### config.mk
export PLATFORM = sky130hd
export DESIGN_NAME = perf_evt_counter
export DESIGN_NICKNAME = d
export VERILOG_FILES = /design/src/rtl/pec_pkg.sv /design/src/rtl/pec_thread_sel.sv /design/src/rtl/pec_qualify.sv /design/src/rtl/pec_accum.sv /design/src/rtl/perf_evt_counter.sv
export SDC_FILE = /design/constraint.sdc
export NUM_CORES = 1
export LEC_CHECK = 0
export BUFFER_PORTS_ARGS = -buffer_cell sky130_fd_sc_hd__buf_4
export CORE_ASPECT_RATIO = 2
export CORE_MARGIN = 2
export CORE_UTILIZATION = 40
export DETAILED_ROUTE_END_ITERATION = 10
export PLACE_DENSITY_LB_ADDON = 0.2
export SLEW_MARGIN = 10
export SYNTH_ARGS = -nofsm -noshare
export SYNTH_HDL_FRONTEND = slang
export SYNTH_SLANG_ARGS = --single-unit
### constraint.sdc
create_clock -name clk -period 9.2 [get_ports clk]
set_input_delay 1.38 -clock clk [delete_from_list [all_inputs] [get_ports clk]]
set_output_delay 1.38 -clock clk [all_outputs]
set_load 0.01 [all_outputs]
### src/rtl/pec_pkg.sv
package pec_pkg;
  localparam int CFG_W = 16;

  typedef struct packed {
    logic [7:0] thr;
    logic [1:0] pad;
    logic       any;
    logic       edg;
    logic       inv;
    logic       krn;
    logic       usr;
    logic       en;
  } pec_cfg_t;
endpackage

### src/rtl/pec_thread_sel.sv
module pec_thread_sel #(
  parameter int NUM_THREADS = 4,
  parameter int OCC_W       = 4,
  parameter int OWN_THREAD  = 0,
  localparam int SUM_W      = OCC_W + $clog2(NUM_THREADS + 1)
) (
  input  logic [NUM_THREADS*OCC_W-1:0] evt_cnt,
  input  logic [NUM_THREADS-1:0]       thread_act,
  input  logic                         any_thread,
  output logic [SUM_W-1:0]             occ
);
  logic [SUM_W-1:0] part [NUM_THREADS+1];

  assign part[0] = '0;
  for (genvar t = 0; t < NUM_THREADS; t++) begin : g_sum
    logic [SUM_W-1:0] term;
    assign term = thread_act[t] ? SUM_W'(evt_cnt[t*OCC_W +: OCC_W]) : '0;
    assign part[t+1] = part[t] + term;
  end

  logic [SUM_W-1:0] own_occ;
  assign own_occ = thread_act[OWN_THREAD] ?
                   SUM_W'(evt_cnt[OWN_THREAD*OCC_W +: OCC_W]) : '0;

  assign occ = any_thread ? part[NUM_THREADS] : own_occ;
endmodule

### src/rtl/pec_qualify.sv
module pec_qualify
  import pec_pkg::*;
#(
  parameter int SUM_W  = 7,
  parameter int PRIV_W = 2,
  localparam int CMP_W = (SUM_W > 8) ? SUM_W : 8
) (
  input  logic              clk,
  input  logic              rst,
  input  pec_cfg_t          cfg,
  input  logic [PRIV_W-1:0] priv_lvl,
  input  logic [SUM_W-1:0]  occ,
  output logic              active,
  output logic              illegal,
  output logic [SUM_W-1:0]  inc
);
  logic             priv_ok, meets, cond, prev_q;
  logic [CMP_W-1:0] occ_x, thr_x;

  assign occ_x   = CMP_W'(occ);
  assign thr_x   = CMP_W'(cfg.thr);
  assign priv_ok = (priv_lvl == '0) ? cfg.krn : cfg.usr;
  assign meets   = (cfg.thr == 8'd0) ? (occ_x != '0) : (occ_x >= thr_x);
  assign cond    = priv_ok && (cfg.inv ? !meets : meets);
  assign illegal = cfg.edg && (cfg.thr == 8'd0);
  assign active  = cfg.en && !illegal;

  always_comb begin
    inc = '0;
    if (active) begin
      if (cfg.edg)
        inc = (cond && !prev_q) ? SUM_W'(1) : '0;
      else if (cfg.thr == 8'd0 && !cfg.inv)
        inc = priv_ok ? occ : '0;
      else
        inc = cond ? SUM_W'(1) : '0;
    end
  end

  always_ff @(posedge clk) begin
    if (rst || !active) prev_q <= 1'b0;
    else                prev_q <= cond;
  end

  // an edge count can never be followed directly by another
  a_r8_no_back_to_back: assert property (@(posedge clk) disable iff (rst)
    (cfg.edg && inc != '0) |=> (!(cfg.edg && $stable(cfg)) || inc == '0));

  // with a threshold, a cycle adds at most one
  a_r6_unit_step: assert property (@(posedge clk) disable iff (rst)
    (cfg.thr != 8'd0) |-> (inc <= SUM_W'(1)));
endmodule

### src/rtl/pec_accum.sv
module pec_accum #(
  parameter int CTR_W = 48,
  parameter int SUM_W = 7
) (
  input  logic             clk,
  input  logic             rst,
  input  logic             count_en,
  input  logic [SUM_W-1:0] inc,
  input  logic             wr_en,
  input  logic [CTR_W-1:0] wr_data,
  output logic [CTR_W-1:0] value,
  output logic             ovf
);
  logic [CTR_W:0] sum;
  assign sum = {1'b0, value} + (CTR_W+1)'(inc);

  always_ff @(posedge clk) begin
    if (rst) begin
      value <= '0;
      ovf   <= 1'b0;
    end else if (wr_en) begin
      value <= wr_data;
      ovf   <= 1'b0;
    end else if (count_en) begin
      value <= sum[CTR_W-1:0];
      if (sum[CTR_W]) ovf <= 1'b1;
    end
  end

  a_r11_write_wins: assert property (@(posedge clk) disable iff (rst)
    wr_en |=> (value == $past(wr_data)));

  a_r10_write_clears_ovf: assert property (@(posedge clk) disable iff (rst)
    wr_en |=> !ovf);

  a_r10_ovf_sticky: assert property (@(posedge clk) disable iff (rst)
    (ovf && !wr_en) |=> ovf);

  a_r12_hold_when_idle: assert property (@(posedge clk) disable iff (rst)
    (!count_en && !wr_en) |=> $stable(value));
endmodule

### src/rtl/perf_evt_counter.sv
module perf_evt_counter
  import pec_pkg::*;
#(
  parameter int NUM_THREADS = 4,
  parameter int OCC_W       = 4,
  parameter int OWN_THREAD  = 0,
  parameter int CTR_W       = 48,
  parameter int PRIV_W      = 2,
  localparam int SUM_W      = OCC_W + $clog2(NUM_THREADS + 1)
) (
  input  logic                         clk,
  input  logic                         rst,
  input  logic                         cfg_we,
  input  logic [CFG_W-1:0]             cfg_wdata,
  output logic [CFG_W-1:0]             cfg_rdata,
  output logic                         cfg_illegal,
  input  logic                         ctr_we,
  input  logic [CTR_W-1:0]             ctr_wdata,
  output logic [CTR_W-1:0]             ctr_value,
  output logic                         ctr_ovf,
  input  logic [NUM_THREADS*OCC_W-1:0] evt_cnt,
  input  logic [NUM_THREADS-1:0]       thread_act,
  input  logic [PRIV_W-1:0]            priv_lvl
);
  pec_cfg_t         cfg_q;
  logic [SUM_W-1:0] occ, inc;
  logic             active;

  always_ff @(posedge clk) begin
    if (rst) cfg_q <= '0;
    else if (cfg_we) begin
      cfg_q     <= pec_cfg_t'(cfg_wdata);
      cfg_q.pad <= 2'b00;
    end
  end
  assign cfg_rdata = cfg_q;

  pec_thread_sel #(
    .NUM_THREADS(NUM_THREADS), .OCC_W(OCC_W), .OWN_THREAD(OWN_THREAD)
  ) sel_i (
    .evt_cnt(evt_cnt), .thread_act(thread_act),
    .any_thread(cfg_q.any), .occ(occ)
  );

  pec_qualify #(.SUM_W(SUM_W), .PRIV_W(PRIV_W)) qual_i (
    .clk(clk), .rst(rst), .cfg(cfg_q), .priv_lvl(priv_lvl), .occ(occ),
    .active(active), .illegal(cfg_illegal), .inc(inc)
  );

  pec_accum #(.CTR_W(CTR_W), .SUM_W(SUM_W)) acc_i (
    .clk(clk), .rst(rst), .count_en(active), .inc(inc),
    .wr_en(ctr_we), .wr_data(ctr_wdata), .value(ctr_value), .ovf(ctr_ovf)
  );

  // an illegal configuration never advances the counter
  a_r9_illegal_frozen: assert property (@(posedge clk) disable iff (rst)
    (cfg_illegal && !ctr_we) |=> $stable(ctr_value));

  // pad bits never read back as one
  a_r2_pad_zero: assert property (@(posedge clk) disable iff (rst)
    cfg_rdata[7:6] == 2'b00);
endmodule

==> flow_summary.yaml, run 1 <==
sta:
  timing.final.crit_share_pct: 81.2
  final.setup.tns_ps: 0
  rsz0062_at_grt: "no"
  finalHoldWorstSlack_ps: 504
  finalMaxSlewViolations: 0
  hold_viol_final: 0
  slew_headroom_pct: 52.0
  fin_skew_ps: 5.90
  fmax_mhz: 134
  finalSetupViolations: 0
  fin_crit_ps: 7470
  setup_ws_ps: 1730
  worstMarginPinSlew_ps: 720
synth:
  netlist_area_mm2: 0.00439
  async_flop_share_pct: 0
  ys_ff_latch: 64
  ys_types: 65
  avgSynthCellArea_um2: 8.43
  synth_flop_cell: "dfxtp_1"
  ys_warn_count: 0
  synthCells: 521
  ys_seq_area_share_pct: 29.2
  synth-edff-count: 0
hold_path:
  holdPathStages: 1
  hold_path_end: "acc_i.ovf"
  holdCritPathClass: "reg2reg"
  hp-start: "acc_i.ovf"
placement:
  place_inst: 785
  io_buffers: 151
  dp_hpwl_um: 10400
  place_ws_ps: 1430
  gp_congestion: 0.882
layout:
  fin_cells: 801
  layout_commonest_cell: "buf_4"
  syn_to_final_growth_pct: 33.0
  fin_nets: 772
  diodes: 0
  mostFrequentLayoutCells: "buf_4 (153), nor2_1 (70), dfxtp_1 (64), a211oi_1 (34), nand2_1 (32)"
  drive_above_1_share_pct: 29.7
floorplan:
  coreArea_mm2: 0.0108
  num_rows: 54
  die_h_um: 152
  die_x_um: 78.1
  start_util_pct: 40.6
  die_area_mm2: 0.0119
  ioPinCount: 156
clock_tree:
  tritoncts: "built"
  clk_latency_ps: 330
  clock_path_buffers: 2
  clk_pin_slew_ps: 50
  holdBufCountCts: 0
  cts_root_buf: "clkbuf_16"
  numCtsBuffers: 9
  cts_resized: 0
  post-cts-setup-buffer-count: 0
  h-tree-depth: 3
  cts_sinks: 64
power:
  ir_worst_vdd_mv: 0.0927
  power_density_mw_per_mm2: 145
  power.leakage_nw: 2.49
grt:
  grt_antenna_before_repair: 0
  grt_pass1_vias: 4563
  grt_start_max_net_pins: 69
  grt_first_pass_wirelength_um: 21500
  track_usage_pct: 22.6
  overflow: 0
status:
  status: "completed"
drt:
  via_count: 4440
  ant_nets: 0
  drc: 0
  routedWlPerCell_um: 16.9
  routed_via_density: 5.54
  wl_um: 13500
  firstDrtPassIters: 4
  drt_first_iter_violations: 155
critical_path:
  reg2reg_depth: 16
  reg2reg_to: "acc_i.value[36]"
  critPathKind: "in2reg"
  critPathMaxFanout: 10
  r2r_setup_slack_ps: 4310
  start_kind: "input pin"
  r2r_start: "cfg_rdata[5]"
  crit_required_ps: 9450
  end_kind: "register"
  critPathArrivalTime_ps: 7720
run:
  cap_viol_max_count: 0
==> area by class of cell <==
class / count / area (um^2)
clock inverter: 3 / 40.0
sequential: 64 / 1280
multi-input combinational: 403 / 2840
clock buffer: 13 / 260
tap: 140 / 175
fill: 1058 / 4970
inverter: 25 / 93.8
timing repair buffer: 153 / 1150
==> cells by family (layout without fill, tap and decap cells) <==
| logic type | Yosys count | in the layout | synth area share [%] |
|---|---|---|---|
| simple gates | 220 | 220 | 26.0 |
| buf+inv | 55 | 194 | 6.24 |
| flops | 64 | 64 | 29.2 |
| xor+xnor | 36 | 36 | 7.18 |
| other cells | 1 | 2 | 0.0854 |
| compound gates | 97 | 97 | 17.3 |
| fa+ha+maj | 26 | 26 | 8.95 |
| mux | 22 | 22 | 5.04 |
==> where the power goes <==
part           leakage [nW]  total, W  internal [W]  switching (W)
logic                  1.81  0.000177     0.0000909      0.0000857
registers             0.531  0.000321      0.000296      0.0000252
clock network         0.150  0.000347      0.000224       0.000123
total                  2.49  0.000844      0.000610       0.000234
==> registers in the layout, indices dropped and copies added (netlist names) <==
name	flops
acc_i.ovf	1
acc_i.value	48
cfg_rdata	14
qual_i.prev_q	1
==> worst max-delay path by stage <==
stage                              from              end  slack [ps]  cells past startpoint
final                     thread_act[3]  acc_i.value[36]        1730                     25
after global placement    thread_act[3]  acc_i.value[36]        1500                     25
after CTS                 thread_act[3]  acc_i.value[36]        1760                     25
after detailed placement  thread_act[3]  acc_i.value[36]        1430                     25
after global routing      thread_act[3]  acc_i.value[36]        1320                     25
after floorplan             evt_cnt[13]  acc_i.value[36]        2290                     24
==> worst max-delay path: stages <==
cell,delay [ps]
buf_4,120
and2_1,150
fa_1,540
inv_1,60
fa_1,530
inv_1,40
ha_1,230
fa_1,470
nand2_1,80
o21ai_0,190
ha_1,380
nand2_1,50
o21ai_0,150
o2111ai_1,160
a311o_1,420
o21a_1,210
o32a_1,330
ha_1,240
fa_1,430
a211oi_1,330
o21bai_1,160
a21oi_2,440
and4bb_2,300
xnor2_1,120
a211oi_1,210
==> Yosys cell counts, types with 5 or more instances <==
cell type	n	area [um^2]
nor2_1	70	263
dfxtp_1	64	1280
a211oi_1	34	255
nand2_1	32	120
inv_1	25	93.8
mux2i_1	21	210
nand3_1	21	105
xnor2_1	20	175
ha_1	17	213
clkbuf_1	16	60.1
nand4_1	16	100
xor2_1	16	140
and2_1	15	93.8
nor3_1	13	65.1
o21ai_0	13	65.1
nor4_1	11	68.8
fa_1	9	180
a21oi_1	8	40.0
and3_1	6	37.5
o21ai_2	6	52.6
or3_1	6	37.5
and4_1	5	43.8
buf_4	5	37.5
==> per-layer routing <==
layer	up-vias	share of wire, %	global-route usage [%]
met5	-	0	0
met4	0	4.1	11.4
met3	36	5.3	4.56
met2	140	57	43.4
met1	2116	34	22.1
li1	2148	-	-
==> per-stage QoR <==
stage               util [%]  cell area, um^2  total power [W]
finish                  54.0             5840         0.000844
global route            54.0             5840         0.000884
CTS                     54.0             5840         0.000851
detailed placement      51.2             5540         0.000504
global placement        51.2             5540         0.000498
floorplan                  -             4400         0.000421
Power figures use the tool's default switching activity.
==> run 2, diff against run 1 <==
==> constraint.sdc (replaced) <==
create_clock -name clk -period 7 [get_ports clk]
set_input_delay 1.05 -clock clk [delete_from_list [all_inputs] [get_ports clk]]
set_output_delay 1.05 -clock clk [all_outputs]
set_load 0.01 [all_outputs]
==> flow_summary.yaml, run 2 (synthesis gave the netlist of run 1 again) <==
drt:
  ant_nets: 0
  drc: 0
  drt_first_iter_violations: 142
  via_count: 4447
  wl_um: 13800
  routedWlPerCell_um: 16.9
  routed_via_density: 5.43
  firstDrtPassIters: 4
sta:
  hold_viol_final: 0
  timing.final.crit_share_pct: 96.5
  fin_crit_ps: 6750
  final.setup.tns_ps: 0
  fin_skew_ps: 5.25
  rsz0062_at_grt: "no"
  worstMarginPinSlew_ps: 730
  setup_ws_ps: 245
  finalSetupViolations: 0
  slew_headroom_pct: 51.3
  fmax_mhz: 148
  finalMaxSlewViolations: 0
placement:
  io_buffers: 151
  place_ws_ps: -344
  dp_hpwl_um: 10600
  gp_congestion: 0.908
  postPlaceCellArea_mm2: 0.00567
power:
  intPower_w: 0.000879
  clkPwrFrac_pct: 44.9
  power.leakage_nw: 2.60
  p_sw_share_pct: 26.7
  power_density_mw_per_mm2: 198
  total_power_w: 0.00120
  ir_worst_vdd_mv: 0.146
  combPwrFrac_pct: 20.0
  p_sw_w: 0.000320
  pwr-share-seq_pct: 35.2
grt:
  grt_antenna_before_repair: 0
  grt_pass1_vias: 4550
  grt_use_met2_pct: 44.7
  grt_use_met1_pct: 22.5
  grt_first_pass_wirelength_um: 21900
  use_met3_pct: 5.21
  overflow: 0
  busiest_layer: "met2"
  track_usage_pct: 23.3
  grt_start_max_net_pins: 69
floorplan:
  die_x_um: 78.1
  coreArea_mm2: 0.0108
  die_area_mm2: 0.0119
  start_util_pct: 40.6
  ioPinCount: 156
  num_rows: 54
  die_h_um: 152
critical_path:
  critPathMaxFanout: 6
  cp_num_buf_inv: 5
  max_stage_delay_ps: 550
  start_kind: "input pin"
  critPathKind: "in2reg"
  crit_required_ps: 7240
  critPathArrivalTime_ps: 6990
  end_kind: "register"
  crit_slowest_cell: "fa_1"
  path_common_cell: "fa_1"
  critical-path-top-delay-family: "adder cells"
clock_tree:
  numCtsBuffers: 9
  clk_latency_ps: 330
  post-cts-setup-buffer-count: 0
  clk_pin_slew_ps: 60
  holdBufCountCts: 0
  cts_sinks: 64
  h-tree-depth: 3
  cts_root_buf: "clkbuf_16"
  clock_path_buffers: 2
  tritoncts: "built"
run:
  cap_viol_max_count: 0
layout:
  diodes: 0
  layout_commonest_cell: "buf_4"
  syn_to_final_growth_pct: 37.9
  mostFrequentLayoutCells: "buf_4 (171), nor2_1 (70), dfxtp_1 (64), a211oi_1 (33), nand2_1 (32)"
  largest_reg_flops: 48
  drive_above_1_share_pct: 32.4
  finalInstanceArea_mm2: 0.00605
  fin_nets: 790
  largest-register: "acc_i.value"
  fillCellCount: 1041
hold_path:
  holdCritPathClass: "reg2reg"
status:
  status: "completed"
## run 2: routing by layer
metal | share of wire, % | vias to the layer above
met5 | 0 | -
met1 | 34 | 2098
li1 | - | 2185
met3 | 4.6 | 32
met2 | 57 | 132
met4 | 4.1 | 0
## run 2: layout make-up
type	instances	area [um^2]	area share [%]
multi-input cells	403	2870	47.3
repair buffers	171	1280	21.2
flip-flops and latches	64	1280	21.2
clock buffers	11	253	4.17
well taps	140	175	2.89
clock inverters	5	103	1.69
inverters	25	93.8	1.55
## run 2: through the flow
step	hold WS, ps	util [%]	std cells
floorplan	525	-	522
global placement	492	52.5	803
detailed placement	496	52.5	803
CTS	510	55.8	819
global route	531	56.0	819
finish	507	56.0	819
## run 2: path summary, 6_finish.rpt
check / slack, ps / from / cells after the start / endpoint
worst min register to register: 510 / acc_i.ovf / 1 / acc_i.ovf
worst min-delay path: 510 / acc_i.ovf / 1 / acc_i.ovf
worst max register to register: 2370 / cfg_rdata[5] / 17 / acc_i.value[28]
worst max-delay path: 250 / thread_act[3] / 27 / acc_i.value[28]
## run 2: what timing repair did
item / CTS / global route
pin swaps: 0 / 3
setup endpoints to repair: 1 / 38
gates resized for setup: 1 / 6
hold endpoints to repair: 0 / 0
## run 2: power by group through the flow
stage | combinational (W) | sequential (W) | clock, W
after floorplan | 0.000123 | 0.000431 | 0
after global placement | 0.000232 | 0.000428 | 0
after detailed placement | 0.000239 | 0.000429 | 0
after CTS | 0.000240 | 0.000422 | 0.000548
after global routing | 0.000265 | 0.000426 | 0.000562
final | 0.000239 | 0.000422 | 0.000538
==> run 3, diff against run 2 <==
--- a/config.mk
+++ b/config.mk
@@ -6,9 +6,11 @@
 export NUM_CORES = 1
 export LEC_CHECK = 0
 export BUFFER_PORTS_ARGS = -buffer_cell sky130_fd_sc_hd__buf_4
+export CELL_PAD_IN_SITES_DETAIL_PLACEMENT = 1
+export CELL_PAD_IN_SITES_GLOBAL_PLACEMENT = 2
 export CORE_ASPECT_RATIO = 2
 export CORE_MARGIN = 2
-export CORE_UTILIZATION = 40
+export CORE_UTILIZATION = 28
 export DETAILED_ROUTE_END_ITERATION = 10
 export PLACE_DENSITY_LB_ADDON = 0.2
 export SLEW_MARGIN = 10
==> flow_summary.yaml, run 3 (synthesis gave the netlist of run 1 again) <==
status:
  status: "completed"
floorplan:
  start_util_pct: 28.7
  num_rows: 64
  coreArea_mm2: 0.0153
  die_x_um: 92.6
  ioPinCount: 156
  die_h_um: 181
  die_area_mm2: 0.0168
clock_tree:
  numCtsBuffers: 9
  holdBufCountCts: 0
  cts_sinks: 64
  clk_pin_slew_ps: 60
  tritoncts: "built"
  clock_path_buffers: 2
  clk_latency_ps: 330
  cts_root_buf: "clkbuf_16"
  h-tree-depth: 3
  post-cts-setup-buffer-count: 0
layout:
  mostFrequentLayoutCells: "buf_4 (169), nor2_1 (70), dfxtp_1 (64), nand2_1 (32), a211oi_1 (32)"
  drive_above_1_share_pct: 32.4
  largest-register: "acc_i.value"
  multi_input_area_mm2: 0.00286
  syn_to_final_growth_pct: 38.8
  final_util_pct: 39.9
  diodes: 0
  ff_latch_area_mm2: 0.00128
  fin_cells: 877
  finalInstanceArea_mm2: 0.00610
  fillCellCount: 1847
  layout_commonest_cell: "buf_4"
  fin_nets: 790
  largest_reg_flops: 48
critical_path:
  crit_slowest_cell: "fa_1"
  start_kind: "input pin"
  critPathKind: "in2reg"
  r2r_setup_slack_ps: 2400
  crit_required_ps: 7170
  critPathArrivalTime_ps: 6890
  end_kind: "register"
  critPathMaxFanout: 4
  path_common_cell: "fa_1"
  max_stage_delay_ps: 560
drt:
  routed_via_density: 5.16
  drt_first_iter_violations: 133
  firstDrtPassIters: 5
  routedWlPerCell_um: 18.0
  wl_um: 15700
  ant_nets: 0
  via_count: 4529
  drc: 0
sta:
  finalMaxSlewViolations: 0
  rsz0062_at_grt: "no"
  fin_crit_ps: 6720
  timing.final.crit_share_pct: 96.0
  final.setup.tns_ps: 0
  slew_headroom_pct: 49.7
  fmax_mhz: 149
  finalSetupViolations: 0
  hold_viol_final: 0
  fin_skew_ps: 9.21
  worstMarginPinSlew_ps: 754
power:
  total_power_w: 0.00115
  power_density_mw_per_mm2: 188
  power.leakage_nw: 2.59
  ir_worst_vdd_mv: 0.116
grt:
  track_usage_pct: 19.1
  grt_first_pass_wirelength_um: 25000
  grt_pass1_vias: 4871
  overflow: 0
  grt_antenna_before_repair: 0
  grt_start_max_net_pins: 67
placement:
  gp_congestion: 0.822
  dp_hpwl_um: 12600
  postPlaceCellArea_mm2: 0.00576
  io_buffers: 151
  place_inst: 861
hold_path:
  holdCritPathClass: "reg2reg"
run:
  cap_viol_max_count: 0
## run 3: changes by cell type in the layout (fill, tap and decap cells not counted), sizes merged
cell,before,now
clkinvlp,1,2
bufinv,3,1
inv,25,27
clkinv,1,0
## run 3: path summary, 6_finish.rpt
kind	startpoint	endpoint	cells after the start
worst max register to register	cfg_rdata[5]	acc_i.value[34]	17
worst max-delay path	thread_act[3]	acc_i.value[34]	26
worst min-delay path	acc_i.ovf	acc_i.ovf	1
worst min register to register	acc_i.ovf	acc_i.ovf	1
## run 3: routing by layer
layer	wire [um]	global-route usage, %	vias to the layer above
met5	0	0	-
met4	322	5.85	0
met3	635	3.25	20
met2	9470	39.9	98
met1	5310	17.8	2221
li1	-	-	2190
## run 3: metrics by stage
stage | setup WS [ps] | hold WS [ps]
global route | 33.9 | 548
detailed placement | -304 | 508
global placement | -155 | 499
CTS | 19.4 | 525
finish | 280 | 521
floorplan | 423 | 525
## run 3: where the power goes
group,switching [W],internal (W)
sequential,0.0000341,0.000388
clock,0.000183,0.000298
combinational,0.000118,0.000125
total,0.000335,0.000811
## run 3: critical path: cells and delay by family
family / cells / cell delay [ps]
compound gates: 10 / 2080
xor+xnor: 1 / 210
fa+ha+maj: 7 / 2730
buf+inv: 4 / 380
simple gates: 4 / 430
## run 3: what timing repair did
| action | 4_1_cts | 5_1_grt |
|---|---|---|
| resized for setup | 0 | 6 |
| setup endpoints to repair | 0 | 36 |
| hold endpoints to repair | 0 | 0 |
## run 3: final cells by class
type | instances | area share [%]
Timing Repair Buffer | 171 | 21.3
Sequential cell | 64 | 21.0
Clock buffer | 11 | 4.15
Tap cell | 198 | 4.06
Clock inverter | 5 | 1.03
Inverter | 25 | 1.54
Multi-Input combinational cell | 403 | 46.9
